`config.mk`:
```
export PLATFORM = sky130hd
export DESIGN_NAME = i2c_byte_master
export DESIGN_NICKNAME = d
export VERILOG_FILES = /design/src/rtl/i2cm_pkg.sv /design/src/rtl/i2cm_bitphy.sv /design/src/rtl/i2cm_seq.sv /design/src/rtl/i2c_byte_master.sv
export SDC_FILE = /design/constraint.sdc
export NUM_CORES = 1
export LEC_CHECK = 0
export ABC_AREA = 1
export BUFFER_PORTS_ARGS = -buffer_cell sky130_fd_sc_hd__buf_4
export CORE_ASPECT_RATIO = 1.5
export CORE_MARGIN = 1
export CORE_UTILIZATION = 45
export DETAILED_ROUTE_END_ITERATION = 6
export PLACE_DENSITY = 0.7
export SYNTH_ARGS = -nofsm -noshare
export SYNTH_HDL_FRONTEND = slang
export SYNTH_SLANG_ARGS = --single-unit
```
`constraint.sdc`:
```
create_clock -name clk -period 2.5 [get_ports clk]
set_input_delay 0.375 -clock clk [delete_from_list [all_inputs] [get_ports clk]]
set_output_delay 0.375 -clock clk [all_outputs]
set_load 0.02 [all_outputs]
```
`src/rtl/i2cm_pkg.sv`:
```
package i2cm_pkg;
  typedef enum logic [1:0] {OP_START, OP_BIT, OP_STOP} phy_op_t;
  typedef enum logic [2:0] {SQ_IDLE, SQ_START, SQ_BYTE, SQ_STOP, SQ_HOLD} seq_st_t;

  localparam logic [7:0] ST_START   = 8'h08;
  localparam logic [7:0] ST_RSTART  = 8'h10;
  localparam logic [7:0] ST_WA_ACK  = 8'h18;
  localparam logic [7:0] ST_WA_NAK  = 8'h20;
  localparam logic [7:0] ST_TD_ACK  = 8'h28;
  localparam logic [7:0] ST_TD_NAK  = 8'h30;
  localparam logic [7:0] ST_ARB     = 8'h38;
  localparam logic [7:0] ST_RA_ACK  = 8'h40;
  localparam logic [7:0] ST_RA_NAK  = 8'h48;
  localparam logic [7:0] ST_RD_ACK  = 8'h50;
  localparam logic [7:0] ST_RD_NAK  = 8'h58;
  localparam logic [7:0] ST_IDLE    = 8'hF8;

  localparam int CTL_W  = 6;
  localparam int CB_IEN = 0;
  localparam int CB_AAK = 1;
  localparam int CB_FLG = 2;
  localparam int CB_STP = 3;
  localparam int CB_STA = 4;
  localparam int CB_EN  = 5;
endpackage

```
`src/rtl/i2cm_bitphy.sv`:
```
module i2cm_bitphy
  import i2cm_pkg::*;
(
  input  logic    clk,
  input  logic    rst,
  input  logic    tick,
  input  logic    cmd_valid,
  input  phy_op_t cmd_op,
  input  logic    cmd_txb,
  input  logic    cmd_chk,
  input  logic    sda_in,
  output logic    busy,
  output logic    done,
  output logic    lost,
  output logic    rxb,
  output logic    scl_lo,
  output logic    sda_lo
);
  logic [1:0] ph;
  phy_op_t    op;
  logic       txb, chk;

  always_ff @(posedge clk) begin
    if (rst) begin
      busy <= 1'b0; done <= 1'b0; lost <= 1'b0; rxb <= 1'b1;
      scl_lo <= 1'b0; sda_lo <= 1'b0; ph <= 2'd0;
      op <= OP_START; txb <= 1'b0; chk <= 1'b0;
    end else begin
      done <= 1'b0;
      lost <= 1'b0;
      if (!busy && cmd_valid) begin
        busy <= 1'b1; ph <= 2'd0; op <= cmd_op; txb <= cmd_txb; chk <= cmd_chk;
      end else if (busy && tick) begin
        ph <= ph + 2'd1;
        case (op)
          OP_START: case (ph)
            2'd0: sda_lo <= 1'b0;
            2'd1: scl_lo <= 1'b0;
            2'd2: sda_lo <= 1'b1;
            default: begin scl_lo <= 1'b1; busy <= 1'b0; done <= 1'b1; end
          endcase
          OP_BIT: case (ph)
            2'd0: begin scl_lo <= 1'b1; sda_lo <= !txb; end
            2'd1: scl_lo <= 1'b0;
            2'd2: begin
              rxb <= sda_in;
              if (chk && txb && !sda_in) begin
                busy <= 1'b0; lost <= 1'b1; scl_lo <= 1'b0; sda_lo <= 1'b0;
              end
            end
            default: begin scl_lo <= 1'b1; busy <= 1'b0; done <= 1'b1; end
          endcase
          default: case (ph)
            2'd0: begin scl_lo <= 1'b1; sda_lo <= 1'b1; end
            2'd1: scl_lo <= 1'b0;
            2'd2: sda_lo <= 1'b0;
            default: begin busy <= 1'b0; done <= 1'b1; end
          endcase
        endcase
      end
    end
  end

  AST_DONE_LOST_EXCL: assert property (@(posedge clk) disable iff (rst)
    $onehot0({done, lost})) else $error("done and lost together");
  AST_SDA_STABLE_SCL_HIGH: assert property (@(posedge clk) disable iff (rst)
    (busy && op == OP_BIT && !scl_lo && $past(!scl_lo) && $past(busy)) |-> $stable(sda_lo))
    else $error("SDA moved while SCL high in a data bit");
endmodule

```
`src/rtl/i2cm_seq.sv`:
```
module i2cm_seq
  import i2cm_pkg::*;
#(
  parameter int BYTE_W = 8
) (
  input  logic              clk,
  input  logic              rst,
  input  logic              ctl_wr,
  input  logic              ctl_en,
  input  logic              ctl_sta,
  input  logic              ctl_stp,
  input  logic              ctl_flg,
  input  logic              ack_en,
  input  logic [BYTE_W-1:0] tx_byte,
  input  logic              phy_busy,
  input  logic              phy_done,
  input  logic              phy_lost,
  input  logic              phy_rxb,
  output logic              cmd_valid,
  output phy_op_t           cmd_op,
  output logic              cmd_txb,
  output logic              cmd_chk,
  output logic              flag,
  output logic [7:0]        stat,
  output logic              rx_load,
  output logic [BYTE_W-1:0] rx_byte
);
  localparam int CW = $clog2(BYTE_W + 1);
  localparam logic [CW-1:0] ACK_IDX = CW'(BYTE_W);

  seq_st_t           st;
  logic              pend, rep, first, rd_mode;
  logic [CW-1:0]     bi;
  logic [BYTE_W-1:0] sh;
  logic [BYTE_W-1:0] tx_shl;
  logic              go, data_bit, rx_cyc, busy_st;

  assign go       = ctl_wr && ctl_en;
  assign data_bit = (bi != ACK_IDX);
  assign rx_cyc   = !first && rd_mode;
  assign tx_shl   = tx_byte << bi;
  assign busy_st  = (st == SQ_START) || (st == SQ_BYTE) || (st == SQ_STOP);
  assign rx_byte  = sh;
  assign rx_load  = (st == SQ_BYTE) && phy_done && !data_bit && rx_cyc;

  always_comb begin
    cmd_valid = busy_st && !pend && !phy_busy;
    cmd_op    = OP_BIT;
    cmd_txb   = 1'b1;
    cmd_chk   = 1'b0;
    if (st == SQ_START) cmd_op = OP_START;
    else if (st == SQ_STOP) cmd_op = OP_STOP;
    else if (data_bit) begin
      cmd_txb = rx_cyc ? 1'b1 : tx_shl[BYTE_W-1];
      cmd_chk = !rx_cyc;
    end else begin
      cmd_txb = rx_cyc ? !ack_en : 1'b1;
    end
  end

  always_ff @(posedge clk) begin
    if (rst) begin
      st <= SQ_IDLE; pend <= 1'b0; rep <= 1'b0; first <= 1'b0; rd_mode <= 1'b0;
      bi <= '0; sh <= '0; flag <= 1'b0; stat <= ST_IDLE;
    end else begin
      if (cmd_valid) pend <= 1'b1;
      case (st)
        SQ_IDLE: begin
          if (go && !ctl_flg) flag <= 1'b0;
          if (go && ctl_sta) begin flag <= 1'b0; rep <= 1'b0; st <= SQ_START; end
        end
        SQ_HOLD: begin
          if (go && ctl_sta) begin flag <= 1'b0; rep <= 1'b1; st <= SQ_START; end
          else if (go && ctl_stp) begin flag <= 1'b0; st <= SQ_STOP; end
          else if (go && !ctl_flg) begin flag <= 1'b0; bi <= '0; st <= SQ_BYTE; end
        end
        SQ_START: if (phy_done) begin
          pend <= 1'b0; stat <= rep ? ST_RSTART : ST_START;
          flag <= 1'b1; first <= 1'b1; st <= SQ_HOLD;
        end
        SQ_STOP: if (phy_done) begin
          pend <= 1'b0; stat <= ST_IDLE; st <= SQ_IDLE;
        end
        default: begin
          if (phy_lost) begin
            pend <= 1'b0; stat <= ST_ARB; flag <= 1'b1; st <= SQ_IDLE;
          end else if (phy_done) begin
            pend <= 1'b0;
            bi   <= bi + 1'b1;
            if (data_bit) sh <= {sh[BYTE_W-2:0], phy_rxb};
            else begin
              flag  <= 1'b1;
              first <= 1'b0;
              st    <= SQ_HOLD;
              if (first) begin
                rd_mode <= tx_byte[0];
                if (tx_byte[0]) stat <= phy_rxb ? ST_RA_NAK : ST_RA_ACK;
                else            stat <= phy_rxb ? ST_WA_NAK : ST_WA_ACK;
              end else if (rd_mode) stat <= ack_en ? ST_RD_ACK : ST_RD_NAK;
              else                  stat <= phy_rxb ? ST_TD_NAK : ST_TD_ACK;
            end
          end
        end
      endcase
    end
  end

  AST_FLAG_STICKY: assert property (@(posedge clk) disable iff (rst)
    (flag && !ctl_wr) |=> flag) else $error("flag dropped without a write");
  AST_QUIET_WHILE_FLAG: assert property (@(posedge clk) disable iff (rst)
    flag |-> !cmd_valid) else $error("bus step issued while flag set");
  AST_STATUS_ON_FLAG: assert property (@(posedge clk) disable iff (rst)
    $rose(flag) |-> stat != ST_IDLE) else $error("flag rose with idle status");
endmodule

```
`src/rtl/i2c_byte_master.sv`:
```
module i2c_byte_master
  import i2cm_pkg::*;
#(
  parameter int BYTE_W = 8
) (
  input  logic              clk,
  input  logic              rst,
  input  logic              scl_tick,
  input  logic              ctl_wr,
  input  logic [5:0]        ctl_wdata,
  input  logic              dat_wr,
  input  logic [BYTE_W-1:0] dat_wdata,
  input  logic              sda_in,
  output logic [BYTE_W-1:0] dat_rdata,
  output logic [7:0]        stat,
  output logic              flag,
  output logic              irq,
  output logic              scl_oe,
  output logic              sda_oe
);
  logic              ien_q, aak_q;
  logic [BYTE_W-1:0] dat_q;
  logic              cmd_valid, cmd_txb, cmd_chk;
  phy_op_t           cmd_op;
  logic              p_busy, p_done, p_lost, p_rxb;
  logic              rx_load;
  logic [BYTE_W-1:0] rx_byte;

  always_ff @(posedge clk) begin
    if (rst) begin
      ien_q <= 1'b0; aak_q <= 1'b0; dat_q <= '0;
    end else begin
      if (ctl_wr) begin
        ien_q <= ctl_wdata[CB_IEN];
        aak_q <= ctl_wdata[CB_AAK];
      end
      if (dat_wr) dat_q <= dat_wdata;
      else if (rx_load) dat_q <= rx_byte;
    end
  end

  assign dat_rdata = dat_q;
  assign irq       = flag && ien_q;

  i2cm_seq #(.BYTE_W(BYTE_W)) u_seq (
    .clk(clk), .rst(rst), .ctl_wr(ctl_wr),
    .ctl_en(ctl_wdata[CB_EN]), .ctl_sta(ctl_wdata[CB_STA]),
    .ctl_stp(ctl_wdata[CB_STP]), .ctl_flg(ctl_wdata[CB_FLG]),
    .ack_en(aak_q), .tx_byte(dat_q),
    .phy_busy(p_busy), .phy_done(p_done), .phy_lost(p_lost), .phy_rxb(p_rxb),
    .cmd_valid(cmd_valid), .cmd_op(cmd_op), .cmd_txb(cmd_txb), .cmd_chk(cmd_chk),
    .flag(flag), .stat(stat), .rx_load(rx_load), .rx_byte(rx_byte)
  );

  i2cm_bitphy u_phy (
    .clk(clk), .rst(rst), .tick(scl_tick),
    .cmd_valid(cmd_valid), .cmd_op(cmd_op), .cmd_txb(cmd_txb), .cmd_chk(cmd_chk),
    .sda_in(sda_in), .busy(p_busy), .done(p_done), .lost(p_lost), .rxb(p_rxb),
    .scl_lo(scl_oe), .sda_lo(sda_oe)
  );

  AST_RESET_IDLE: assert property (@(posedge clk)
    ($past(rst) && !rst) |-> (stat == ST_IDLE && !flag && !scl_oe && !sda_oe))
    else $error("state after reset not idle");
  AST_LOST_RELEASES_BUS: assert property (@(posedge clk) disable iff (rst)
    (flag && stat == ST_ARB) |-> (!scl_oe && !sda_oe))
    else $error("bus held after arbitration loss");
endmodule

```
==> flow_results.org, run 1 <==
** Status
- The flow ran to the end, and the final reports show no timing, DRC or antenna violations.

** Floorplanning
- Cell row count :: 33
- Starting Density :: between 40% and 50%
- Vertical extent of the die :: 94.1 um
- The die is about 63 um wide.
- Die ar. :: 0.00597 sq mm
- The floorplan step defined a core boundary enclosing around 0.0055 sq mm.
- Num ports :: 40

** Finish
- Area added between synthesis and finish :: 16.1%
- Most frequent cells in the layout :: 73 x sky130_fd_sc_hd__nand2_1, 47 x sky130_fd_sc_hd__dfxtp_1, 44 x sky130_fd_sc_hd__inv_1
- Cells fill a little over half of the core in the end.
- Combined area of the multi-input logic cells :: 0.00136 sq mm
- Most common cell after layout, fill and taps aside :: sky130_fd_sc_hd__nand2_1
- N_diodes :: 0
- The post-route netlist has 19.2% of its cells at a drive strength greater than 1.
- In the final layout, flip-flops and latches occupy approximately 940 sq um.
- Fill cell count :: between 500 and 600
- Final #Nets :: 423

** CTS
- Clock latency on the worst-skew pair :: 300 ps
- Clock-pin slew on the worst setup and hold paths :: about 90 ps
- In this run, post-CTS hold repair placed 0 buffers.
- Post-CTS repair changed the size of 0 cells.
- CTS root buf :: sky130_fd_sc_hd__clkbuf_8
- # clock sinks :: between 40 and 50
- The clock tree synthesis step divided the H-tree into 2 levels.
- Number of buffers created by CTS :: 5
- The clock passes through at most 2 buffers.
- TritonCTS built the clock tree.
- Buffers inserted by post-CTS timing repair :: 0

** STA
- Tmin final :: around 1700 ps
- Dividing the final minimum period by the clock period gives ~69%.
- The worst pin sits at a relative slew slack of 51.4%.
- Number of max-slew violations in the final report :: 0
- Clock skew on the completed layout was measured at between 6 and 7 ps.
- Setup repair after global routing missed its margin :: no
- The number of hold-slack violations in the final timing report is 0.
- Based on the critical path, the design can be clocked at up to ~580 MHz.
- In the final timing run, aggregate negative setup slack is 0 ps.
- At the pin with the least slew margin, the transition time is ~730 ps.
- Setup violations remaining at the end of the flow were counted as 0.

** Setup path
- WP depth :: 8
- Top cell family by delay on the critical path :: simple AND/OR/NAND/NOR gates
- On the critical path, the stage with the largest delay is an instance of sky130_fd_sc_hd__dfxtp_1.
- Counting stages on the worst path, the most repeated cell is sky130_fd_sc_hd__inv_1.
- By startpoint and endpoint, the worst setup path is classified as reg2reg.
- Crit path largest cell delay :: around 400 ps
- Crit-path cells :: inv_1 > ha_1 > nand3_4 > inv_1 > nand4_4 > nand2_4 > nand2_1 > a21oi_1
- Crit path DAT :: 1970 ps
- Count of cells along the worst register-to-register path :: 8
- Crit path launch type :: register
- In this run the critical register-to-register path is launched from u_seq.bi[0].
- The critical path starts at u_seq.bi[0].
- Capturing element type of the critical path :: register
- The critical path contains buffers and inverters numbering 2 combined.
- Crit path required time :: approximately 2700 ps
- Largest fanout of any net on the critical path :: 10

** Global routing
- GRT met3 Usage :: under 10%
- After global routing, the most crowded layer is met2.
- Entering global routing, the biggest net connects 28 pins.
- Initial antenna violation count :: 0
- First-pass GRT wire length :: 9530 um
- Met1 Resource Use GR :: 22.7%
- Number of global-route vias before repair :: ~2,200
- For this run, global-route usage on met2 was measured as between 30% and 40%.
- Total GRT Usage :: approximately 20%
- The total overflow left after global routing is 0.

** Power and ir drop
- Pwr Density :: approximately 740 mW/mm^2
- P_leak :: around 1.2 nW
- IR analysis of the VDD net gives a maximum drop of between 500 and 600 uV.
- After layout, the design draws a total of 2.20 mW.

** Logic synthesis
- Counting every instance in the synthesized netlist gives roughly 360.
- Post-synthesis async set-or-reset flop share :: 0%
- Yosys warns :: 0
- The cell area that synthesis handed to floorplanning was 0.00255 sq mm.
- The most used flip-flop cell after synthesis is sky130_fd_sc_hd__dfxtp_1.
- Synthesized area divided by synthesized cell count :: 7.05 sq um
- Portion of the post-synthesis area used by sequential elements :: between 30% and 40%
- The netlist uses 40 different library cells.
- Yosys reg bits :: between 40 and 50
- Number of enable-type register cells in the synthesized netlist :: 0

** Placed design
- DPL Wire Length :: 4400 um
- The count of buffers added on input and output ports is 36.
- Routability-driven placement finished with a final weighted congestion of about 0.88.

** Detailed routing
- The count of nets left with antenna violations once routing finished came out at 0.
- In the routed layout, each cell is associated on average with a via count of a little over 5.
- For this run, design rule violations remaining after detail routing come to 0.
- Dividing the detail-routed wire length by the instance count gives ~12 um.
- For this block, the initial DRC count from the detailed router was 124.
- Routed vias :: 2,357
- For this block, the routed nets add up to 5710 um of wire.
- For this run, the detailed router's first-pass iteration total came to 4.

** Run
- Max-cap violations in this run came to 0.

** Worst hold path
- In this run the worst hold path is classified as in2reg.
- The worst hold path begins at ctl_wdata[1].
- Along the worst hold path, the cell count comes to 3.
[routing by layer]
| metal | up-vias | wire, um |
|---|---|---|
| met1 | 1051 | 2420 |
| li1 | 1243 | - |
| met3 | 16 | 158 |
| met2 | 47 | 2900 |
| met5 | - | 0 |
| met4 | 0 | 232 |
[state kept, by name, summed over array words and instances (netlist names), 2 cells and up]
signal	flops
u_phy.ph	2
u_seq.st	3
u_seq.bi	4
u_seq.rx_byte	8
dat_rdata	8
u_seq.stat	5
u_phy.op	2
[path summary, 6_finish.rpt]
| check | end | slack (ps) |
|---|---|---|
| max | dat_rdata[2] | 770 |
| min | aak_q | 290 |
| max reg2reg | dat_rdata[2] | 770 |
| min reg2reg | u_seq.rx_byte[7] | 470 |
[cell families (layout without fill, tap and decap cells)]
logic type	after synthesis	in the layout	synth area share [%]
buffers and inverters	61	93	9.83
flip-flops	47	47	37.0
adder cells (fa/ha/maj)	8	8	3.93
XOR/XNOR	1	1	0.344
AND/OR/NAND/NOR	158	158	30.1
AO/OA/AOI/OAI	84	84	18.2
multiplexers	1	1	0.442
other	1	3	0.147
[power breakdown]
part	switching, mW	internal (mW)	leakage (nW)	total [mW]
sequential	0.0727	0.830	0.382	0.902
clock	0.256	0.292	0.0502	0.548
combinational	0.496	0.253	0.810	0.749
[cell usage after synthesis, types with 2 or more instances]
master / n / area [sq um]
sky130_fd_sc_hd__nor2_2: 5 / 31.3
sky130_fd_sc_hd__nand3_4: 2 / 35.0
sky130_fd_sc_hd__inv_2: 5 / 18.8
sky130_fd_sc_hd__a21oi_2: 3 / 26.3
sky130_fd_sc_hd__inv_1: 44 / 165
sky130_fd_sc_hd__nand4_1: 5 / 31.3
sky130_fd_sc_hd__nor3_1: 3 / 15.0
sky130_fd_sc_hd__o21ai_1: 3 / 15.0
sky130_fd_sc_hd__nand2_2: 6 / 37.5
sky130_fd_sc_hd__buf_2: 2 / 10.0
sky130_fd_sc_hd__clkbuf_1: 5 / 18.8
sky130_fd_sc_hd__buf_4: 3 / 22.5
sky130_fd_sc_hd__a21oi_1: 38 / 190
sky130_fd_sc_hd__nand3_1: 28 / 140
sky130_fd_sc_hd__nor2_1: 26 / 97.6
sky130_fd_sc_hd__nand3_2: 2 / 20.0
sky130_fd_sc_hd__nand2_1: 73 / 274
sky130_fd_sc_hd__ha_1: 8 / 100
sky130_fd_sc_hd__dfxtp_1: 47 / 941
sky130_fd_sc_hd__nor2_4: 2 / 22.5
sky130_fd_sc_hd__o21ai_0: 32 / 160
[layout make-up]
class / count / share of cell area (%)
clock buffers: 5 / 2.33
clock inverters: 2 / 1.27
inverters: 50 / 6.35
multi-input cells: 255 / 46.1
flip-flops and latches: 47 / 31.8
well taps: 70 / 2.96
repair buffers: 36 / 9.14
[through the flow]
step | instances | cell area [sq um] | setup WS (ps) | hold WS, ps
floorplan | 363 | 2550 | 935 | 425
global placement | 458 | 2850 | 847 | 453
detailed placement | 458 | 2850 | 784 | 449
CTS | 465 | 2960 | 762 | 288
global route | 465 | 2960 | 615 | 282
finish | 465 | 2960 | 768 | 295
[tightest hold or removal path, cell delays in order]
cell and delay (ps):
sky130_fd_sc_hd__buf_4 80, sky130_fd_sc_hd__nor2_1 30, sky130_fd_sc_hd__nor2_1 80
(Power assumes the default switching activity.)
==> run 2: changes to the inputs <==
--- a/config.mk
+++ b/config.mk
@@ -11,7 +11,7 @@
 export CORE_MARGIN = 1
 export CORE_UTILIZATION = 45
 export DETAILED_ROUTE_END_ITERATION = 6
-export PLACE_DENSITY = 0.7
+export PLACE_DENSITY = 0.72
 export SYNTH_ARGS = -nofsm -noshare
 export SYNTH_HDL_FRONTEND = slang
 export SYNTH_SLANG_ARGS = --single-unit
==> constraint.sdc (replaced) <==
create_clock -name clk -period 1.55 [get_ports clk]
set_input_delay 0.2325 -clock clk [delete_from_list [all_inputs] [get_ports clk]]
set_output_delay 0.2325 -clock clk [all_outputs]
set_load 0.02 [all_outputs]
==> run 2 against run 1 <==
Effect of this change: die area is the same; non-clock buffer count rose by 13; highest routed layer unchanged; clock power increased by 95%; cell count grew 3.2%; total power up 76%; maximum frequency is 18% higher; combinational power is 79% higher; largest power group unchanged; largest cell class unchanged; critical endpoint is now u_phy.scl_lo.
==> flow_results.org, run 2 (synthesis gave the netlist of run 1 again) <==
** Status
- Outcome :: complete, no violations

** CTS
- Number of buffers created by CTS :: 5
- After clock tree synthesis, the clock-pin slew on the worst setup and hold paths is around 90 ps.
- The clock passes through at most 2 buffers.
- The tree is rooted in a sky130_fd_sc_hd__clkbuf_8.
- # clock sinks :: 47
- H-tree Lvls :: 2
- Buffers inserted by post-CTS timing repair :: 0
- In this run, post-CTS hold repair placed 0 buffers.
- Clock tree from TritonCTS :: yes
- Post-CTS repair changed the size of 0 cells.
- For the worst-skew pair, the clock arrives at the later sink with an insertion delay of 300 ps.

** Floorplanning
- Placeable core region :: ~0.0055 sq mm
- Starting Density :: a little under half
- The die covers ~0.006 sq mm.
- Measured along the y axis, the die boundary spans between 90 and 100 um.
- The floorplan step set the die width to between 60 and 70 um.
- 40 I/O pins were placed.
- In this run the core area contains 33 standard-cell rows.

** STA
- Number of max-slew violations in the final report :: 0
- Setup repair after global routing could not meet its margin everywhere.
- Of the available clock period, the critical path in the final layout requires between 90% and 100%.
- Final worst clock skew :: slightly above 8 ps
- Count of endpoints failing hold in the final timing report :: 0
- The worst path needs roughly 1500 ps of the cycle, external delays included.
- After layout, the worst setup slack is approximately 80 ps.
- Worst slack on hold paths :: ~160 ps
- Timing would allow up to 680 MHz.
- Setup violations remaining at the end of the flow were counted as 0.

** Worst hold path
- In this run the worst hold path is classified as in2reg.

** Finish
- N_diodes :: 0
- The net count of the finished layout is around 440.
- In the layout the commonest cells are 73 x sky130_fd_sc_hd__nand2_1, 49 x sky130_fd_sc_hd__buf_4, 43 x sky130_fd_sc_hd__inv_1.
- Fill cell count :: around 540
- Area added between synthesis and finish :: 22.9%
- Most common cell after layout, fill and taps aside :: sky130_fd_sc_hd__nand2_1
- End-of-flow core utilization :: 57.4%
- In the final layout, the share of cells above drive strength 1 is about a quarter.

** Placed design
- Worst Setup Slack post-DPL :: between 40 and 50 ps
- Number of port buffers :: 36
- The congestion estimate from routability-driven global placement came to 0.867.
- The wire-length estimate of the detail-placed layout is 4500 um.

** Power and ir drop
- Power spread over the standard cell area amounts to 1240 mW/mm^2.
- The worst-case IR drop observed on VDD is approximately 760 uV.
- After layout, the design draws a total of about 3.9 mW.
- P_leak :: ~1.3 nW

** Global routing
- Initial antenna violation count :: 0
- First-pass GRT wire length :: approximately 9500 um
- Entering global routing, the biggest net connects 21 pins.
- Across every metal layer, demand over resource in global routing totals around a fifth.
- Overflow left after global routing :: 0
- Number of global-route vias before repair :: about 2,300

** Setup path
- STA classifies the critical path startpoint as a register.
- The worst setup path is captured at a register.
- Crit path DAT :: about 1700 ps
- The critical path goes through inv_1 > ha_1 > or2_2 > o22ai_1 > nor2_1 > o21ai_0 > a21oi_1.
- The worst setup path is of the reg2reg kind.
- Crit path required time :: around 1800 ps
- Of all nets on the critical path, the largest fanout is 4.
- Crit path largest cell delay :: between 300 and 400 ps
- Slowest stage cell, crit path :: sky130_fd_sc_hd__dfxtp_2

** Detailed routing
- In the final routed layout, each cell accounts on average for between 10 and 15 um.
- For this run, design rule violations remaining after detail routing come to 0.
- Router iterations before antenna repair :: 5
- Starting DRC count in detailed routing :: just over 60
- Routed vias :: ~2,500
- After detailed routing, the number of vias per cell comes to just over 5.
- Number of nets still failing antenna checks after routing :: 0
- The routed design has a little under 6000 um of wire.

** Run
- Across the run, the number of max-cap violations was 0.
## run 2: changes by cell type in the layout (fill, tap and decap cells not counted), sizes merged
cell,before,now
bufinv,1,2
nand4,6,7
buf,36,49
## run 2: worst max-delay path: cells and delay by family, from the launching register on
family	cells	cell delay [ps]
adder cells (fa/ha/maj)	1	210
flip-flops	1	360
AND/OR/NAND/NOR	2	380
buffers and inverters	1	80
AO/OA/AOI/OAI	3	340
## run 2: layer usage
metal | GRT usage, % | vias to the layer above | routed length [um]
met4 | 9.85 | 0 | 180
met5 | 0 | - | 0
met1 | 21.5 | 1128 | 2420
met2 | 37.1 | 53 | 3050
li1 | - | 1273 | -
met3 | 3.76 | 17 | 224
## run 2: area by class of cell
type                            instances  area, sq um  area share (%)
Clock buffer                            5         68.8            2.20
Clock inverter                          3         67.6            2.16
Inverter                               50          190            6.08
Multi-Input combinational cell        256         1400            44.6
Sequential cell                        47          950            30.4
Tap cell                               70         87.6            2.80
Timing Repair Buffer                   49          368            11.8
## run 2: power breakdown
| group | total [mW] | internal (mW) | switching (mW) |
|---|---|---|---|
| Combinational | 1.34 | 0.494 | 0.846 |
| Sequential | 1.47 | 1.35 | 0.118 |
| Clock | 1.07 | 0.643 | 0.423 |
## run 2: worst paths after layout
check	from	endpoint	slack (ps)	depth (start not counted)
max	u_phy.ph[0]	u_phy.scl_lo	80	7
min	ctl_wdata[1]	aak_q	160	3
max reg2reg	u_phy.ph[0]	u_phy.scl_lo	80	7
min reg2reg	u_seq.rx_byte[7]	u_seq.rx_byte[7]	450	2
## run 2: metrics by stage
step	instance area, sq um	std cells	TNS (ps)
after floorplan	2550	363	0
after global placement	2950	471	0
after detailed placement	2950	471	0
after CTS	3080	479	0
after global routing	3130	480	-78.2
final	3130	480	0
